**config.mk**
```make
export PLATFORM = sky130hd
export DESIGN_NAME = avs_valley_seq
export DESIGN_NICKNAME = d
export VERILOG_FILES = /design/src/rtl/avs_pkg.sv /design/src/rtl/avs_pair_counter.sv /design/src/rtl/avs_arm_ctrl.sv /design/src/rtl/avs_valley_pick.sv /design/src/rtl/avs_valley_seq.sv
export SDC_FILE = /design/constraint.sdc
export NUM_CORES = 1
export LEC_CHECK = 0
export BUFFER_PORTS_ARGS = -buffer_cell sky130_fd_sc_hd__clkbuf_2
export CAP_MARGIN = 20
export CORE_AREA = 2 2 39 41
export DETAILED_ROUTE_END_ITERATION = 7
export DIE_AREA = 0 0 41 43
export MAX_ROUTING_LAYER = met4
export RECOVER_POWER = 50
export SKIP_LAST_GASP = 1
export SLEW_MARGIN = 15
export SYNTH_ARGS = -nofsm -noshare
export SYNTH_HDL_FRONTEND = slang
export SYNTH_SLANG_ARGS = --single-unit
```
**constraint.sdc**
```tcl
create_clock -name clk -period 1.1 [get_ports clk]
set_input_delay 0 -clock clk [delete_from_list [all_inputs] [get_ports clk]]
set_output_delay 0 -clock clk [all_outputs]
set_load 0.01 [all_outputs]
```
**src/rtl/avs_pkg.sv**
```systemverilog
package avs_pkg;
  typedef enum logic {
    VAL_FIRST  = 1'b0,
    VAL_SECOND = 1'b1
  } valley_e;
endpackage

```
**src/rtl/avs_pair_counter.sv**
```systemverilog
module avs_pair_counter #(
  parameter int GROUP = 2
) (
  input  logic clk,
  input  logic rst,
  input  logic gate_stb,
  output logic second_half
);
  localparam int PERIOD = 2 * GROUP;
  localparam int CW     = (PERIOD > 2) ? $clog2(PERIOD) : 1;
  localparam logic [CW-1:0] LAST = CW'(PERIOD - 1);
  localparam logic [CW-1:0] HALF = CW'(GROUP);

  logic [CW-1:0] cnt;
  logic [CW-1:0] cnt_nx;

  generate
    if ((PERIOD & (PERIOD - 1)) == 0) begin : g_pow2
      assign cnt_nx = cnt + 1'b1;
    end else begin : g_wrap
      assign cnt_nx = (cnt == LAST) ? '0 : cnt + 1'b1;
    end
  endgenerate

  always_ff @(posedge clk) begin
    if (rst)           cnt <= '0;
    else if (gate_stb) cnt <= cnt_nx;
  end

  assign second_half = (cnt >= HALF);

  AST_PAIR_ADVANCE: assert property (@(posedge clk) disable iff (rst)
    gate_stb |=> cnt == (($past(cnt) == LAST) ? '0 : $past(cnt) + 1'b1));
  AST_PAIR_HOLD: assert property (@(posedge clk) disable iff (rst)
    !gate_stb |=> $stable(cnt));
endmodule

```
**src/rtl/avs_arm_ctrl.sv**
```systemverilog
module avs_arm_ctrl #(
  parameter int ON_W     = 10,
  parameter int ON_LIMIT = 500
) (
  input  logic            clk,
  input  logic            rst,
  input  logic            off_stb,
  input  logic            fb_high,
  input  logic [ON_W-1:0] on_time,
  output logic            armed
);
  localparam logic [ON_W-1:0] LIM = ON_W'(ON_LIMIT);

  logic short_on;
  assign short_on = (on_time < LIM);

  always_ff @(posedge clk) begin
    if (rst)          armed <= 1'b0;
    else if (off_stb) armed <= fb_high & short_on;
  end

  AST_ARM_HOLD: assert property (@(posedge clk) disable iff (rst)
    !off_stb |=> $stable(armed));
  AST_ARM_LONG: assert property (@(posedge clk) disable iff (rst)
    (off_stb && on_time >= LIM) |=> !armed);
  AST_ARM_FBLOW: assert property (@(posedge clk) disable iff (rst)
    (off_stb && !fb_high) |=> !armed);
endmodule

```
**src/rtl/avs_valley_pick.sv**
```systemverilog
module avs_valley_pick (
  input  logic clk,
  input  logic rst,
  input  logic gate_stb,
  input  logic sel_second,
  input  logic valley_stb,
  input  logic win_exp,
  output logic turn_on_req
);
  logic seen;
  logic done;

  always_ff @(posedge clk) begin
    if (rst) begin
      seen        <= 1'b0;
      done        <= 1'b0;
      turn_on_req <= 1'b0;
    end else begin
      turn_on_req <= 1'b0;
      if (gate_stb) begin
        seen <= 1'b0;
        done <= 1'b0;
      end else if (!done) begin
        if (win_exp) begin
          turn_on_req <= 1'b1;
          done        <= 1'b1;
        end else if (valley_stb) begin
          if (!sel_second || seen) begin
            turn_on_req <= 1'b1;
            done        <= 1'b1;
          end else begin
            seen <= 1'b1;
          end
        end
      end
    end
  end

  AST_FORCE_WINS: assert property (@(posedge clk) disable iff (rst)
    (win_exp && !gate_stb && !done) |=> turn_on_req);
  AST_ONE_REQ: assert property (@(posedge clk) disable iff (rst)
    turn_on_req |=> !turn_on_req);
  AST_SECOND_SKIPS: assert property (@(posedge clk) disable iff (rst)
    (valley_stb && sel_second && !seen && !done && !gate_stb && !win_exp) |=> !turn_on_req);
  AST_GATE_MASKS: assert property (@(posedge clk) disable iff (rst)
    gate_stb |=> !turn_on_req);
endmodule

```
**src/rtl/avs_valley_seq.sv**
```systemverilog
module avs_valley_seq
  import avs_pkg::*;
#(
  parameter int ON_W     = 10,
  parameter int ON_LIMIT = 500,
  parameter int GROUP    = 2
) (
  input  logic            clk,
  input  logic            rst,
  input  logic            gate_stb,
  input  logic            off_stb,
  input  logic [ON_W-1:0] on_time,
  input  logic            fb_high,
  input  logic            valley_stb,
  input  logic            win_exp,
  output logic            valley_idx,
  output logic            turn_on_req
);
  logic    armed;
  logic    second_half;
  valley_e sel_q;

  avs_pair_counter #(.GROUP(GROUP)) u_pair (
    .clk(clk), .rst(rst), .gate_stb(gate_stb), .second_half(second_half)
  );

  avs_arm_ctrl #(.ON_W(ON_W), .ON_LIMIT(ON_LIMIT)) u_arm (
    .clk(clk), .rst(rst), .off_stb(off_stb), .fb_high(fb_high),
    .on_time(on_time), .armed(armed)
  );

  always_ff @(posedge clk) begin
    if (rst)
      sel_q <= VAL_FIRST;
    else if (gate_stb)
      sel_q <= (armed && second_half) ? VAL_SECOND : VAL_FIRST;
  end

  assign valley_idx = sel_q;

  avs_valley_pick u_pick (
    .clk(clk), .rst(rst), .gate_stb(gate_stb),
    .sel_second(sel_q == VAL_SECOND), .valley_stb(valley_stb),
    .win_exp(win_exp), .turn_on_req(turn_on_req)
  );

  AST_IDX_HOLD: assert property (@(posedge clk) disable iff (rst)
    !gate_stb |=> $stable(valley_idx));
  AST_IDLE_FIRST: assert property (@(posedge clk) disable iff (rst)
    (gate_stb && !armed) |=> valley_idx == VAL_FIRST);
  AST_ARMED_PATTERN: assert property (@(posedge clk) disable iff (rst)
    (gate_stb && armed) |=> valley_idx == $past(second_half));
endmodule

```
==> flow_results.org <==
** Timing
- Sum of negative setup slack :: 0 ns
- Across all setup checks in the final design, the least slack found is 0.1519 ns.
- At the pin with the least slew margin, the transition time is 0.2529 ns.
- FMAX :: 1055 MHz
- In the finished design, the share of the clock period the worst path needs comes to 0.8619.
- Worst hold slack :: -0.0007110 ns
- Setup repair after global routing left no endpoint under its margin.
- Slew Limit Headroom :: 0.8311
- The number of failing hold endpoints at the final stage is 1.
- The number of max-slew violations in the final report is 0.
- Setup violations remaining at the end of the flow were counted as 0.
- Worst clock skew on the final layout :: 0.005668 ns
- Subtracting the final worst setup slack from the clock period gives 0.9481 ns.

** Power
- Maximum ir drop on the vdd rail :: 0.6694 mV
- After layout, the design draws a total of 0.5784 mW.
- Power per standard cell area :: 1397 mW/mm^2
- For this design the static power due to leakage is 0.1818 nW.

** Synthesis
- Part of the Yosys area used for sequential elements :: 0.4766
- Multiplexer share of the synthesized area :: 0
- Yosys printed 0 warnings.
- Sorting the synthesized cells by area gives the leading types as dfxtp_1 (48%), a2111oi_2 (5.1%), a211oi_1 (5.1%).
- Syn_nets :: 49
- Cell count after synthesis :: 31
- Averaged over all synthesized cells, the footprint is 9.485 sq um.
- The compound-cell area share of the yosys netlist is 0.2468.
- Number of distinct library cells after synthesis :: 18
- Cell type contributing the most total cell area after synthesis :: dfxtp_1
- Area fraction of the dominant cell type after synthesis :: 0.4766
- Post-synthesis simple-gate area fraction :: 0.1489
- Dominant combinational cell family by area after synthesis :: compound AO/OA/AOI/OAI gates
- Synthesis inferred 7 register bits.
- Post-Syn Area :: 294.0 sq um
- Of the total synthesized cell area, the portion taken by XOR and XNOR cells is 0.02979.
- Fraction of the mapped netlist area in adder cells :: 0.04255

** Routing
- For this block, wires on met1 add up to 246 um.
- The final layout contains routed wiring with a total length of 599 um.
- In the routed layout, each cell is associated on average with a via count of 4.394.
- Iteration count of the initial detailed-routing pass :: 2
- Number of DRC markers in iteration 0 :: 1
- The highest metal layer carrying signal wires in the routed design is met4.
- For this block, the via count after detailed routing is 290.
- For this run, design rule violations remaining after detail routing come to 0.
- The detail route stage leaves a number of antenna-violating nets equal to 0.
- Wire length per cell after detailed routing :: 9.076 um
- Summed over all nets, wire length on met2 after detailed routing comes to 287 um.
- Summed over all nets, wire length on met3 after detailed routing comes to 57 um.

** Critical path
- Critical path capture point type :: flip-flop
- Startpoint of the lowest-slack register-to-register path :: u_pair.cnt[0]$_SDFFE_PP0P_
- Along the worst path, the maximum fanout reaches 2.
- The most critical setup path has its startpoint at u_pair.cnt[0]$_SDFFE_PP0P_.
- Required arrival time at the worst endpoint :: 1.27 ns
- Data on the critical path arrives at its endpoint at 1.11 ns.
- By startpoint and endpoint, the worst setup path is classified as flip-flop to flip-flop.
- STA classifies the critical path startpoint as a flip-flop.

** Clocking
- Counting along the longest clock path gives a buffer depth of 2.
- After clock tree synthesis, the setup repair step added 0 buffers.
- Clock tree from TritonCTS :: yes
- The later pin in the worst-skew pair is clocked with a latency of 0.25 ns.
- Clock-pin slew was measured on the worst setup and hold paths at 0.06 ns.
- Deepest level of the CTS H-tree :: 1
- CTS placed an instance of clkbuf_4 at the clock tree root.
- Counting every sink on the clock net gives 7.
- For this design, the CTS-stage hold fixing added 0 buffers.
- Clock tree synthesis inserted a total of 3 buffers.
- Post-CTS Resized :: 0

** Flow run
- The tool flagged a number of max-cap violations equal to 0.

** Place
- During placement, the flow inserted port buffers numbering 16.
- Summing all placed instances gives a cell area of 389.1 sq um.
- Number of cells after detailed placement :: 62
- Prior to clock tree synthesis, the placed netlist has a worst setup slack of 0.1523 ns.
- GPL Wtd Cong :: 0.5963

** Floorplan
- Floorplan core area :: 0.001384 sq mm
- Die area :: 0.001763 sq mm
- Floorplan row count :: 14
- Die height :: 43 um
- From left edge to right edge, the die measures 41 um.
- During I/O placement, the number of pins put on the boundary was 19.
- Starting Density :: 0.2125

** Global route
- The via count of the first global-routing pass is 252.
- The initial antenna violation count is 0.
- Total grt overflow :: 0
- Across every metal layer, demand over resource in global routing totals 0.08969.
- Entering global routing, the biggest net connects 9 pins.
- The first global-routing pass estimated 986 um of wire.

** Layout
- After routing the design area is 414.1 sq um.
- Diodes inserted :: 0
- From synthesis to final layout, the design area changed by 40.85%.
- In the final design database the tool counted 69 nets.
- Final Non-Filler Cells :: 66
- Share of layout cells above drive strength 1 :: 0.4200

** Min path
- Worst Hold Class :: primary input to flip-flop
- In this run the most critical hold path is launched from win_exp.

** Run status
- Outcome :: complete, but fails checks
- Violations in the final reports :: hold timing
-- per-stage QoR --
| step | util | hold WS, ns |
|---|---|---|
| 3_5_place_dp | 0.2812 | 0.2701 |
| 4_1_cts | 0.3002 | 0.001776 |
| 2_1_floorplan | - | 0.06886 |
| 3_3_place_gp | 0.2812 | 0.2641 |
| 5_1_grt | 0.2993 | 0.01706 |
| 6_report | 0.2993 | -0.0007110 |
-- report_power, final --
group / total, mW / internal, mW / switching [mW] / leakage [nW]
Sequential: 0.274 / 0.267 / 0.00723 / 0.0574
Clock: 0.237 / 0.139 / 0.0980 / 0.0150
Combinational: 0.0674 / 0.0366 / 0.0308 / 0.109
-- path summary, 6_finish.rpt --
check	endpoint	slack, ns	depth (start not counted)
hold reg to reg	u_pick.turn_on_req$_SDFF_PP0_	0.44	1
hold / removal	u_pick.turn_on_req$_SDFF_PP0_	-0.0007	3
setup reg to reg	u_pair.cnt[1]$_SDFFE_PP0P_	0.15	3
setup / recovery	u_pair.cnt[1]$_SDFFE_PP0P_	0.15	3
-- logic make-up after synthesis --
kind of cell               Yosys count
DFF                                  7
AOI/OAI and AO/OA                   10
xor gates and xnor gates             1
adders and majority gates            1
buffers and inverters                4
and+or+nand+nor                      8
-- cells in the mapped netlist --
cell type,n
xnor2_1,1
nand4_1,1
a211oi_1,2
ha_1,1
nand2b_1,2
and3b_1,1
a2111oi_2,1
inv_1,2
o21ai_1,2
nor3_1,1
a21oi_1,2
inv_2,1
o211ai_1,1
nor2_1,3
buf_2,1
o21ai_2,1
dfxtp_1,7
a31oi_1,1
-- flip-flops by register name, indices dropped and copies added, names as in the netlist --
name,flops
u_pair.cnt,2
u_arm.armed,1
u_pick.done,1
u_pick.seen,1
u_pick.turn_on_req,1
valley_idx,1
-- worst max-delay path, cell delays in order (launching register included) --
cell and delay (ns):
dfxtp_1 0.33, inv_1 0.05, ha_1 0.28, a211oi_1 0.21
-- per-layer routing --
| layer | vias to the layer above | track usage |
|---|---|---|
| met5 | - | - |
| met4 | 0 | 0.04000 |
| met3 | 2 | 0.07853 |
| met2 | 7 | 0.1094 |
| met1 | 132 | 0.1003 |
| li1 | 149 | - |
-- cell usage in the layout (no fill, tap or decap) --
cell type | netlist | final
a2111oi_2 | 1 | 1
clkbuf_1 | 0 | 2
a211oi_1 | 2 | 2
ha_1 | 1 | 1
dfxtp_1 | 7 | 7
o21ai_1 | 2 | 2
nand4_1 | 1 | 1
clkbuf_2 | 0 | 15
inv_1 | 2 | 2
nor3_1 | 1 | 1
a31oi_1 | 1 | 1
a21oi_1 | 2 | 2
o21ai_2 | 1 | 1
o211ai_1 | 1 | 1
nor2_1 | 3 | 3
nand2b_1 | 2 | 2
xnor2_1 | 1 | 1
clkbuf_4 | 0 | 3
and3b_1 | 1 | 1
inv_2 | 1 | 1
-- cell type report --
class,count,area [sq um]
multi-input combinational,20,137.6
fill,152,969.7
inverter,3,11.26
sequential,7,140.1
timing repair buffer,16,78.83
clock buffer,4,26.28
tap,16,20.02
No activity file was read; power rests on OpenSTA's default activity.
